### src/rtl/gpio_bank_pkg.sv
package gpio_bank_pkg;
    localparam int PINS      = 16;
    localparam int OFS_W     = 7;
    localparam int NUM_GRP   = 3;
    localparam int NUM_CFG   = 5;
    localparam int NUM_REGS  = NUM_GRP * 4 + NUM_CFG;
    localparam logic [1:0] SIZE_HALF = 2'd1;

    typedef enum logic [1:0] {
        OP_STORE  = 2'd0,
        OP_CLEAR  = 2'd1,
        OP_SET    = 2'd2,
        OP_TOGGLE = 2'd3
    } alias_op_e;

    typedef struct packed {
        logic      hit;
        logic      is_grp;
        logic [1:0] grp;
        alias_op_e op;
        logic [2:0] cfg;
    } dec_t;

    // Index of the direction word inside the configuration bank.
    localparam logic [2:0] CFG_DIR = 3'd0;
endpackage

### src/rtl/gpio_decode.sv
module gpio_decode
    import gpio_bank_pkg::*;
#(
    parameter int AW = OFS_W
) (
    input  logic [AW-1:0] addr,
    input  logic          wr,
    input  logic          rd,
    input  logic [1:0]    size,
    output dec_t          dec,
    output logic          err,
    output logic          wr_ok
);
    localparam int IW = AW - 2;
    logic [IW-1:0] idx;
    logic          size_bad;

    assign idx = addr[AW-1:2];

    always_comb begin
        dec.hit    = (addr[1:0] == 2'b00) && (int'(idx) < NUM_REGS);
        dec.is_grp = int'(idx) < NUM_GRP * 4;
        dec.grp    = idx[3:2];
        dec.op     = alias_op_e'(idx[1:0]);
        dec.cfg    = 3'(int'(idx) - NUM_GRP * 4);
    end

    // Size is judged before the address: either fault yields the same flag.
    assign size_bad = (size != SIZE_HALF);
    assign err      = (wr | rd) & (size_bad | ~dec.hit);
    assign wr_ok    = wr & ~err;
endmodule

### src/rtl/gpio_alias_reg.sv
module gpio_alias_reg
    import gpio_bank_pkg::*;
#(
    parameter int W = PINS
) (
    input  logic         clk,
    input  logic         rst,
    input  logic         we,
    input  alias_op_e    op,
    input  logic [W-1:0] wdata,
    output logic [W-1:0] q
);
    logic [W-1:0] nxt;

    always_comb begin
        unique case (op)
            OP_STORE:  nxt = wdata;
            OP_CLEAR:  nxt = q & ~wdata;
            OP_SET:    nxt = q | wdata;
            default:   nxt = q ^ wdata;
        endcase
    end

    always_ff @(posedge clk) begin
        if (rst)     q <= '0;
        else if (we) q <= nxt;
    end

    a_r3_clear_drops_bits: assert property (@(posedge clk) disable iff (rst)
        (we && op == OP_CLEAR) |=> ((q & $past(wdata)) == '0) &&
                                   ((q | $past(wdata)) == ($past(q) | $past(wdata))));
    a_r4_set_adds_bits: assert property (@(posedge clk) disable iff (rst)
        (we && op == OP_SET) |=> (q == ($past(q) | $past(wdata))));
    a_r5_toggle_flips: assert property (@(posedge clk) disable iff (rst)
        (we && op == OP_TOGGLE) |=> ((q ^ $past(q)) == $past(wdata)));
    a_r7_hold_without_write: assert property (@(posedge clk) disable iff (rst)
        !we |=> $stable(q));
endmodule

### src/rtl/gpio_cfg_bank.sv
module gpio_cfg_bank
    import gpio_bank_pkg::*;
#(
    parameter int W = PINS,
    parameter int N = NUM_CFG
) (
    input  logic         clk,
    input  logic         rst,
    input  logic         we,
    input  logic [2:0]   sel,
    input  logic [W-1:0] wdata,
    output logic [W-1:0] q [N]
);
    for (genvar i = 0; i < N; i++) begin : g_word
        always_ff @(posedge clk) begin
            if (rst)                          q[i] <= '0;
            else if (we && int'(sel) == i)    q[i] <= wdata;
        end
    end
endmodule

### src/rtl/gpio_out_change.sv
module gpio_out_change
    import gpio_bank_pkg::*;
#(
    parameter int W = PINS
) (
    input  logic         clk,
    input  logic         rst,
    input  logic         trig,
    input  logic [W-1:0] data,
    input  logic [W-1:0] dir,
    output logic [W-1:0] chg
);
    logic [W-1:0] prev;
    logic         armed;

    always_ff @(posedge clk) begin
        if (rst) begin
            prev  <= '0;
            armed <= 1'b0;
        end else begin
            armed <= trig;
            if (trig) prev <= data;
        end
    end

    assign chg = armed ? ((data ^ prev) & dir) : '0;
endmodule

### src/rtl/gpio_regbank.sv
module gpio_regbank
    import gpio_bank_pkg::*;
#(
    parameter int W  = PINS,
    parameter int AW = OFS_W
) (
    input  logic          clk,
    input  logic          rst,
    input  logic [AW-1:0] bus_addr,
    input  logic          bus_wr,
    input  logic          bus_rd,
    input  logic [1:0]    bus_size,
    input  logic [W-1:0]  bus_wdata,
    output logic [W-1:0]  bus_rdata,
    output logic          bus_err,
    output logic [W-1:0]  pin_out,
    output logic [W-1:0]  pin_oe,
    output logic [W-1:0]  pin_chg,
    output logic [W-1:0]  irq_mask_a,
    output logic [W-1:0]  irq_mask_b,
    output logic [W-1:0]  cfg_polar,
    output logic [W-1:0]  cfg_edge,
    output logic [W-1:0]  cfg_both,
    output logic [W-1:0]  cfg_inen
);
    dec_t         dec;
    logic         wr_ok;
    logic [W-1:0] grp_q [NUM_GRP];
    logic [W-1:0] cfg_q [NUM_CFG];
    logic         out_trig;

    gpio_decode #(.AW(AW)) u_dec (
        .addr(bus_addr), .wr(bus_wr), .rd(bus_rd), .size(bus_size),
        .dec(dec), .err(bus_err), .wr_ok(wr_ok)
    );

    for (genvar g = 0; g < NUM_GRP; g++) begin : g_grp
        gpio_alias_reg #(.W(W)) u_reg (
            .clk(clk), .rst(rst),
            .we(wr_ok && dec.is_grp && int'(dec.grp) == g),
            .op(dec.op), .wdata(bus_wdata), .q(grp_q[g])
        );
    end

    gpio_cfg_bank #(.W(W), .N(NUM_CFG)) u_cfg (
        .clk(clk), .rst(rst), .we(wr_ok && !dec.is_grp),
        .sel(dec.cfg), .wdata(bus_wdata), .q(cfg_q)
    );

    assign out_trig = wr_ok && ((dec.is_grp && dec.grp == 2'd0) ||
                                (!dec.is_grp && dec.cfg == CFG_DIR));

    gpio_out_change #(.W(W)) u_chg (
        .clk(clk), .rst(rst), .trig(out_trig),
        .data(grp_q[0]), .dir(cfg_q[0]), .chg(pin_chg)
    );

    always_comb begin
        bus_rdata = '0;
        if (bus_rd && !bus_err) begin
            if (dec.is_grp) begin
                unique case (dec.grp)
                    2'd0:    bus_rdata = grp_q[0];
                    2'd1:    bus_rdata = grp_q[1];
                    default: bus_rdata = grp_q[2];
                endcase
            end else begin
                unique case (dec.cfg)
                    3'd0:    bus_rdata = cfg_q[0];
                    3'd1:    bus_rdata = cfg_q[1];
                    3'd2:    bus_rdata = cfg_q[2];
                    3'd3:    bus_rdata = cfg_q[3];
                    default: bus_rdata = cfg_q[4];
                endcase
            end
        end
    end

    assign pin_oe     = cfg_q[0];
    assign pin_out    = grp_q[0] & cfg_q[0];
    assign irq_mask_a = grp_q[1];
    assign irq_mask_b = grp_q[2];
    assign cfg_polar  = cfg_q[1];
    assign cfg_edge   = cfg_q[2];
    assign cfg_both   = cfg_q[3];
    assign cfg_inen   = cfg_q[4];

    a_r1_reset_clears: assert property (@(posedge clk)
        rst |=> (pin_oe == '0 && pin_out == '0 && irq_mask_a == '0 &&
                 irq_mask_b == '0 && cfg_inen == '0 && pin_chg == '0));
    a_r7_bad_size_flags: assert property (@(posedge clk) disable iff (rst)
        ((bus_wr || bus_rd) && bus_size != SIZE_HALF) |-> bus_err);
    a_r7_bad_size_no_effect: assert property (@(posedge clk) disable iff (rst)
        (bus_wr && bus_size != SIZE_HALF) |=>
            ($stable(pin_out) && $stable(pin_oe) && $stable(irq_mask_a) &&
             $stable(irq_mask_b) && $stable(cfg_polar) && $stable(cfg_inen)));
    a_r8_past_map_flags: assert property (@(posedge clk) disable iff (rst)
        ((bus_wr || bus_rd) && int'(bus_addr) > 4 * (NUM_REGS - 1)) |-> bus_err);
    a_r8_err_reads_zero: assert property (@(posedge clk) disable iff (rst)
        bus_err |-> bus_rdata == '0);
    a_r10_chg_after_write: assert property (@(posedge clk) disable iff (rst)
        (pin_chg != '0) |-> $past(bus_wr));
    a_r9_inputs_undriven: assert property (@(posedge clk) disable iff (rst)
        (pin_out & ~pin_oe) == '0);
endmodule

### config.mk
export PLATFORM = sky130hd
export DESIGN_NAME = gpio_regbank
export DESIGN_NICKNAME = d
export VERILOG_FILES = /design/src/rtl/gpio_bank_pkg.sv /design/src/rtl/gpio_decode.sv /design/src/rtl/gpio_alias_reg.sv /design/src/rtl/gpio_cfg_bank.sv /design/src/rtl/gpio_out_change.sv /design/src/rtl/gpio_regbank.sv
export SDC_FILE = /design/constraint.sdc
export NUM_CORES = 1
export LEC_CHECK = 0
export CAP_MARGIN = 30
export CORE_UTILIZATION = 25
export CTS_BUF_LIST = sky130_fd_sc_hd__clkbuf_16
export DETAILED_ROUTE_END_ITERATION = 10
export PLACE_DENSITY = 0.53
export SKIP_LAST_GASP = 1
export SLEW_MARGIN = 0
export SYNTH_ARGS = -nofsm -noshare
export SYNTH_HDL_FRONTEND = slang
export SYNTH_SLANG_ARGS = --single-unit
export TNS_END_PERCENT = 50
### constraint.sdc
create_clock -name clk -period 5.3 [get_ports clk]
set_clock_uncertainty 0.05 [all_clocks]
set_input_delay 1.325 -clock clk [delete_from_list [all_inputs] [get_ports clk]]
set_output_delay 1.325 -clock clk [all_outputs]
set_load 0.01 [all_outputs]
### Word level (Yosys, flattened, before mapping)

Index checks and enable logic that the tools add are counted.
Widths: inputs -> output; s select.

* register bits after elaboration: 145
* bits of input ports: 29
* output and inout bits: 161
* logic and storage cells: 77

* $add $sub $neg: 1
* magnitude comparators: 2
* eq/ne operators: 13
* mux-type cells: 8
* bitwise operators: 19
* reductions and logical operators: 24

Operator list (number)
* $pmux 16 s3: 3
* $and 16x16->16: 5
* $pmux 16 s4: 1
* $xor 16x16->16: 4
* $mux 16: 3
* $or 16x16->16: 3
* $pmux 16 s2: 1
* $not 16->16: 1
* $logic_and 1x1->1: 15
* $eq 3x2->1 const B: 3
* $eq 3x3->1 const B: 3
* $logic_not 2->1: 4
* $eq 2x2->1 const B: 3
* $logic_not 3->1: 2
* $lt 5x4->1 const B: 1
* $lt 5x5->1 const B: 1
* $eq 2x1->1 const B: 2
* $eq 3x1->1 const B: 1
* $sub 3x3->3 const B: 1
* $and 1x1->1: 2
* $logic_not 1->1: 2
* $ne 2x1->1 const B: 1
* $not 1->1: 2
* $or 1x1->1: 2
* $logic_or 1x1->1: 1

### Longest topological paths before layout

* depth after elaboration: 9
* gate-level depth with buffers: 7
* gate-level depth less buffers: 5

### Cells and area by module

A second synthesis with hierarchy kept.

* cell total of the unflattened synthesis: 1090
* area total of the unflattened synthesis: 10256.1 um^2

By module, submodules not included
* gpio_alias_reg: instances 3, cells an instance 189, area an instance 1622.8 um^2, sequential area each 320.3 um^2
* gpio_cfg_bank: instances 1, cells an instance 282, area an instance 3185.6 um^2, sequential area each 1601.5 um^2
* gpio_regbank: instances 1, cells an instance 140, area an instance 1239.9 um^2, sequential area each 0.0 um^2
* gpio_out_change: instances 1, cells an instance 87, area an instance 853.3 um^2, sequential area each 340.3 um^2
* gpio_decode: instances 1, cells an instance 14, area an instance 108.9 um^2, sequential area each 0.0 um^2

### Worst setup path after synthesis

No wires, ideal clock.

* path type: in2out
* start point: input bus_addr[3]
* end point: output bus_rdata[0]
* arrival: 2.935 ns
* data required time: 3.925 ns
* path slack: 0.990 ns
* stages: 7
* path buffers: 3
* path through: buf_2 > buf_2 > buf_1 > nand2_1 > o211ai_1 > o221ai_1 > a2111oi_0

* longest elaborated chain between the ends: 8
* elaborated cells on any way between the ends: 16
* those cells by class: add/sub: 1; order compare: 2; eq/ne: 3; mux: 3; bitwise: 3; reduce/logical: 4

Ends and longest elaborated chain
* start, declared: line gpio_regbank.sv:9 `input logic [AW-1:0] bus_addr,`
* branches (longest 7 deep; another with $sub 3x3->3)
* $mux 16 (*): line gpio_regbank.sv:60 `if (bus_rd && !bus_err) begin`
* end, declared: line gpio_regbank.sv:14 `output logic [W-1:0] bus_rdata,`

Every way passes the cells marked *.

### Final worst setup path

* start point: input bus_addr[5]
* end point: output bus_rdata[3]

* longest elaborated chain between the ends: 8
* elaborated cells on any way between the ends: 13
* those cells by class: order compare: 2; eq/ne: 1; mux: 3; bitwise: 3; reduce/logical: 4

Ends and longest elaborated chain
* $lt 5x5->1: line gpio_decode.sv:21 `dec.hit = (addr[1:0] == 2'b00) && (int'(idx) < NUM_REGS);`
* $logic_and 1x1->1: line gpio_decode.sv:21
* $not 1->1: line gpio_decode.sv:30 `assign err = (wr | rd) & (size_bad | ~dec.hit);`
* $or 1x1->1: line gpio_decode.sv:30
* $and 1x1->1: line gpio_decode.sv:30
* $logic_not 1->1: line gpio_regbank.sv:60
* $logic_and 1x1->1: line gpio_regbank.sv:60
* $mux 16 (*): line gpio_regbank.sv:60

Mark *: on every way between the ends. The rest lies on a longest branch, timed or not.

==> results.json <==
{
  "outcome": "finished, violations left",
  "violations": "setup timing",
  "dpl.hpwl_um": 24600,
  "synth_nets": 1258,
  "maxCapViolations": 0,
  "top_layer": "met4",
  "r2r_start": "g_grp[0].u_reg.q[13]",
  "ios": 190,
  "endpoint_kind": "primary output",
  "r2r_cells": 5,
  "via_count": 8783,
  "die_height_um": 194.3,
  "path_class": "input port to primary output",
  "coreArea_sq_um": 36520,
  "crit_required_ps": 3920,
  "synth.area.top_cells": "dfxtp_1, ha_1, nand2_1",
  "ys_warn_count": 0,
  "yosysTopAreaCell": "dfxtp_1",
  "setup-violations-final": 2,
  "ant_nets": 0,
  "synth_ff_type": "dfxtp_1",
  "area.growth.synth_to_final_pct": 32.80,
  "total_leakage_power_nw": 4.685,
  "crit_top_cell": "clkdlybuf4s50_1",
  "wl_per_cell_um": 18.96,
  "grt_max_degree": 80,
  "seq_area_frac_synth_pct": 31.39,
  "clockRootBuffer": "clkbuf_16",
  "routed_wl_um": 33460,
  "syn_avg_cell_area_sq_um": 8.162,
  "initial_utilization_pct": 25.32,
  "hold_violations": 0,
  "r2r_end": "g_grp[0].u_reg.q[13]",
  "track_usage_pct": 17.93,
  "crit_slowest_cell": "clkdlybuf4s50_1",
  "die_area_sq_um": 37760,
  "dr_wl_met2_um": 14830,
  "drtIter0Drc": 614,
  "wl_met1_um": 16050,
  "final_max_slew_viol_count": 0,
  "drive_above_1_share_pct": 10.10,
  "hold_depth": 2,
  "r2r_slack_ps": 3680,
  "htreeDepth": 4,
  "syn-cell-area_sq_um": 9248,
  "worst_path_largest_cell_delay_ps": 660,
  "cts_made_buffers": 17,
  "synthDistinctLibCells": 46,
  "final_core_util_pct": 33.62,
  "post-route-min-period_ps": 5314,
  "viasPerCell": 4.976,
  "fmax_ghz": 0.1882,
  "async_flop_share_pct": 0,
  "drc": 0,
  "syn_inst": 1133,
  "yosysMostFrequentCell": "nand2_1",
  "relSlewSlack_pct": 34.55,
  "final_nets": 1409,
  "setup_tns_ps": -24.24,
  "path_max_fanout": 9,
  "crit_path_cell_trace": "clkdlybuf4s50_1, nor4_2, o21a_1, nand2_1, buf_4, a2111oi_0, clkdlybuf4s50_1",
  "clockBufferDepth": 2,
  "cts.clk_slew.worst_paths_ps": 60,
  "synth_common_cells": "nand2_1, dfxtp_1, a21oi_1, ha_1, nor2_1",
  "grt_first_pass_wirelength_um": 52320,
  "tightest_slew_ps": 974.5,
  "synth_edf_count": 0,
  "holdCritStartpoint": "u_cfg.q[57]",
  "fin_hold_ws_ps": 419.1,
  "cp-start-kind": "input port",
  "whs_endpoint": "u_cfg.q[57]",
  "postLayoutSetupSlackWorst_ps": -13.53,
  "ys_ff_latch": 145,
  "power_density_nw_per_um2": 215.0,
  "antenna_found_initial": 0,
  "rows": 70,
  "min_period_over_period_pct": 100.3,
  "grt_pass1_vias": 8411,
  "rsz0062_at_grt": "yes",
  "antennaDiodeCount": 0,
  "arrival_ps": 3940,
  "synth_top_cell_area_share_pct": 31.39,
  "gp_congestion": 0.8367,
  "wl_met3_um": 1788,
  "ir_drop_mv": 0.2039,
  "cts_sinks": 145,
  "place_ws_ps": -59.99,
  "hp-class": "flip-flop to flip-flop",
  "clock_latency_ps": 430,
  "grt_overflow": 0,
  "port_buffers": 189,
  "fill_cells": 3762,
  "cts_tree": "built",
  "drt-pass1-iter-count": 5,
  "fp.dieW_um": 194.3
}
## worst max path at each step
stage	cells after the start	start	to
final	7	bus_addr[5]	bus_rdata[3]
after global routing	8	bus_addr[5]	bus_rdata[4]
after CTS	7	bus_addr[5]	bus_rdata[11]
after detailed placement	8	bus_addr[5]	bus_rdata[4]
after global placement	8	bus_addr[5]	bus_rdata[4]
after floorplan	7	bus_addr[3]	bus_rdata[0]
## power breakdown
| part | switching [mW] | internal, mW |
|---|---|---|
| Clock | 0.525 | 0.744 |
| Sequential | 0.00369 | 1.09 |
| Combinational | 0.168 | 0.108 |
| Total | 0.697 | 1.94 |
## cells by family (layout without fill, tap and decap cells)
| family | count (synthesis) | count (layout) | share of synthesized area, % |
|---|---|---|---|
| flip-flops | 145 | 145 | 31.39 |
| adder cells (fa/ha/maj) | 96 | 96 | 12.99 |
| buffers and inverters | 158 | 322 | 7.008 |
| AND/OR/NAND/NOR | 347 | 347 | 16.59 |
| multiplexers | 95 | 95 | 11.09 |
| XOR/XNOR | 16 | 16 | 1.515 |
| AO/OA/AOI/OAI | 276 | 276 | 19.42 |
## sequential cells by signal, indices dropped and copies added, names as in the netlist
| name | flops |
|---|---|
| u_cfg.q | 80 |
| u_chg.armed | 1 |
| g_grp.u_reg.q | 48 |
| u_chg.prev | 16 |
## layout make-up
class | count | area [sq um] | share of cell area [%]
Clock buffer | 17 | 425.4 | 3.464
Sequential cell | 145 | 2903 | 23.64
Timing Repair Buffer | 223 | 2208 | 17.98
Tap cell | 468 | 585.6 | 4.768
Inverter | 67 | 251.5 | 2.048
Clock inverter | 15 | 185.2 | 1.508
Multi-Input combinational cell | 830 | 5722 | 46.59
## stage by stage
stage	area (sq um)	cells	total power, mW
2_1_floorplan	9248	1133	1.294
3_3_place_gp	11600	1731	1.384
3_5_place_dp	11640	1733	1.391
4_1_cts	12260	1765	2.660
5_1_grt	12280	1765	2.738
6_report	12280	1765	2.641
## cells in the final DEF (no fill, tap or decap), types with 16 or more instances in the layout
master,instances
clkbuf_16,17
ha_1,96
nor2_1,82
nor3_1,16
dfxtp_1,145
mux2i_1,44
xor2_1,16
buf_4,31
mux2_2,50
clkdlybuf4s50_1,186
nand2_1,193
a21oi_1,140
a211oi_1,67
and3_1,17
and2_1,16
inv_1,65
## critical path: cells and delay by family
kind / cells / cell delay [ps]
buf+inv: 3 / 1400
simple gates: 2 / 470
compound gates: 2 / 740
## routing by layer
layer	global-route usage, %	up-vias
met2	27.44	249
met5	0	-
li1	-	4275
met3	3.609	41
met4	6.437	0
met1	24.80	4218
## repair_timing
action / CTS / global route
endpoints found under the setup margin: 3 / 14
resized for setup: 1 / 11
hold buffers: 0 / 0
buffers inserted: 0 / 0
Power figures use the tool's default switching activity.
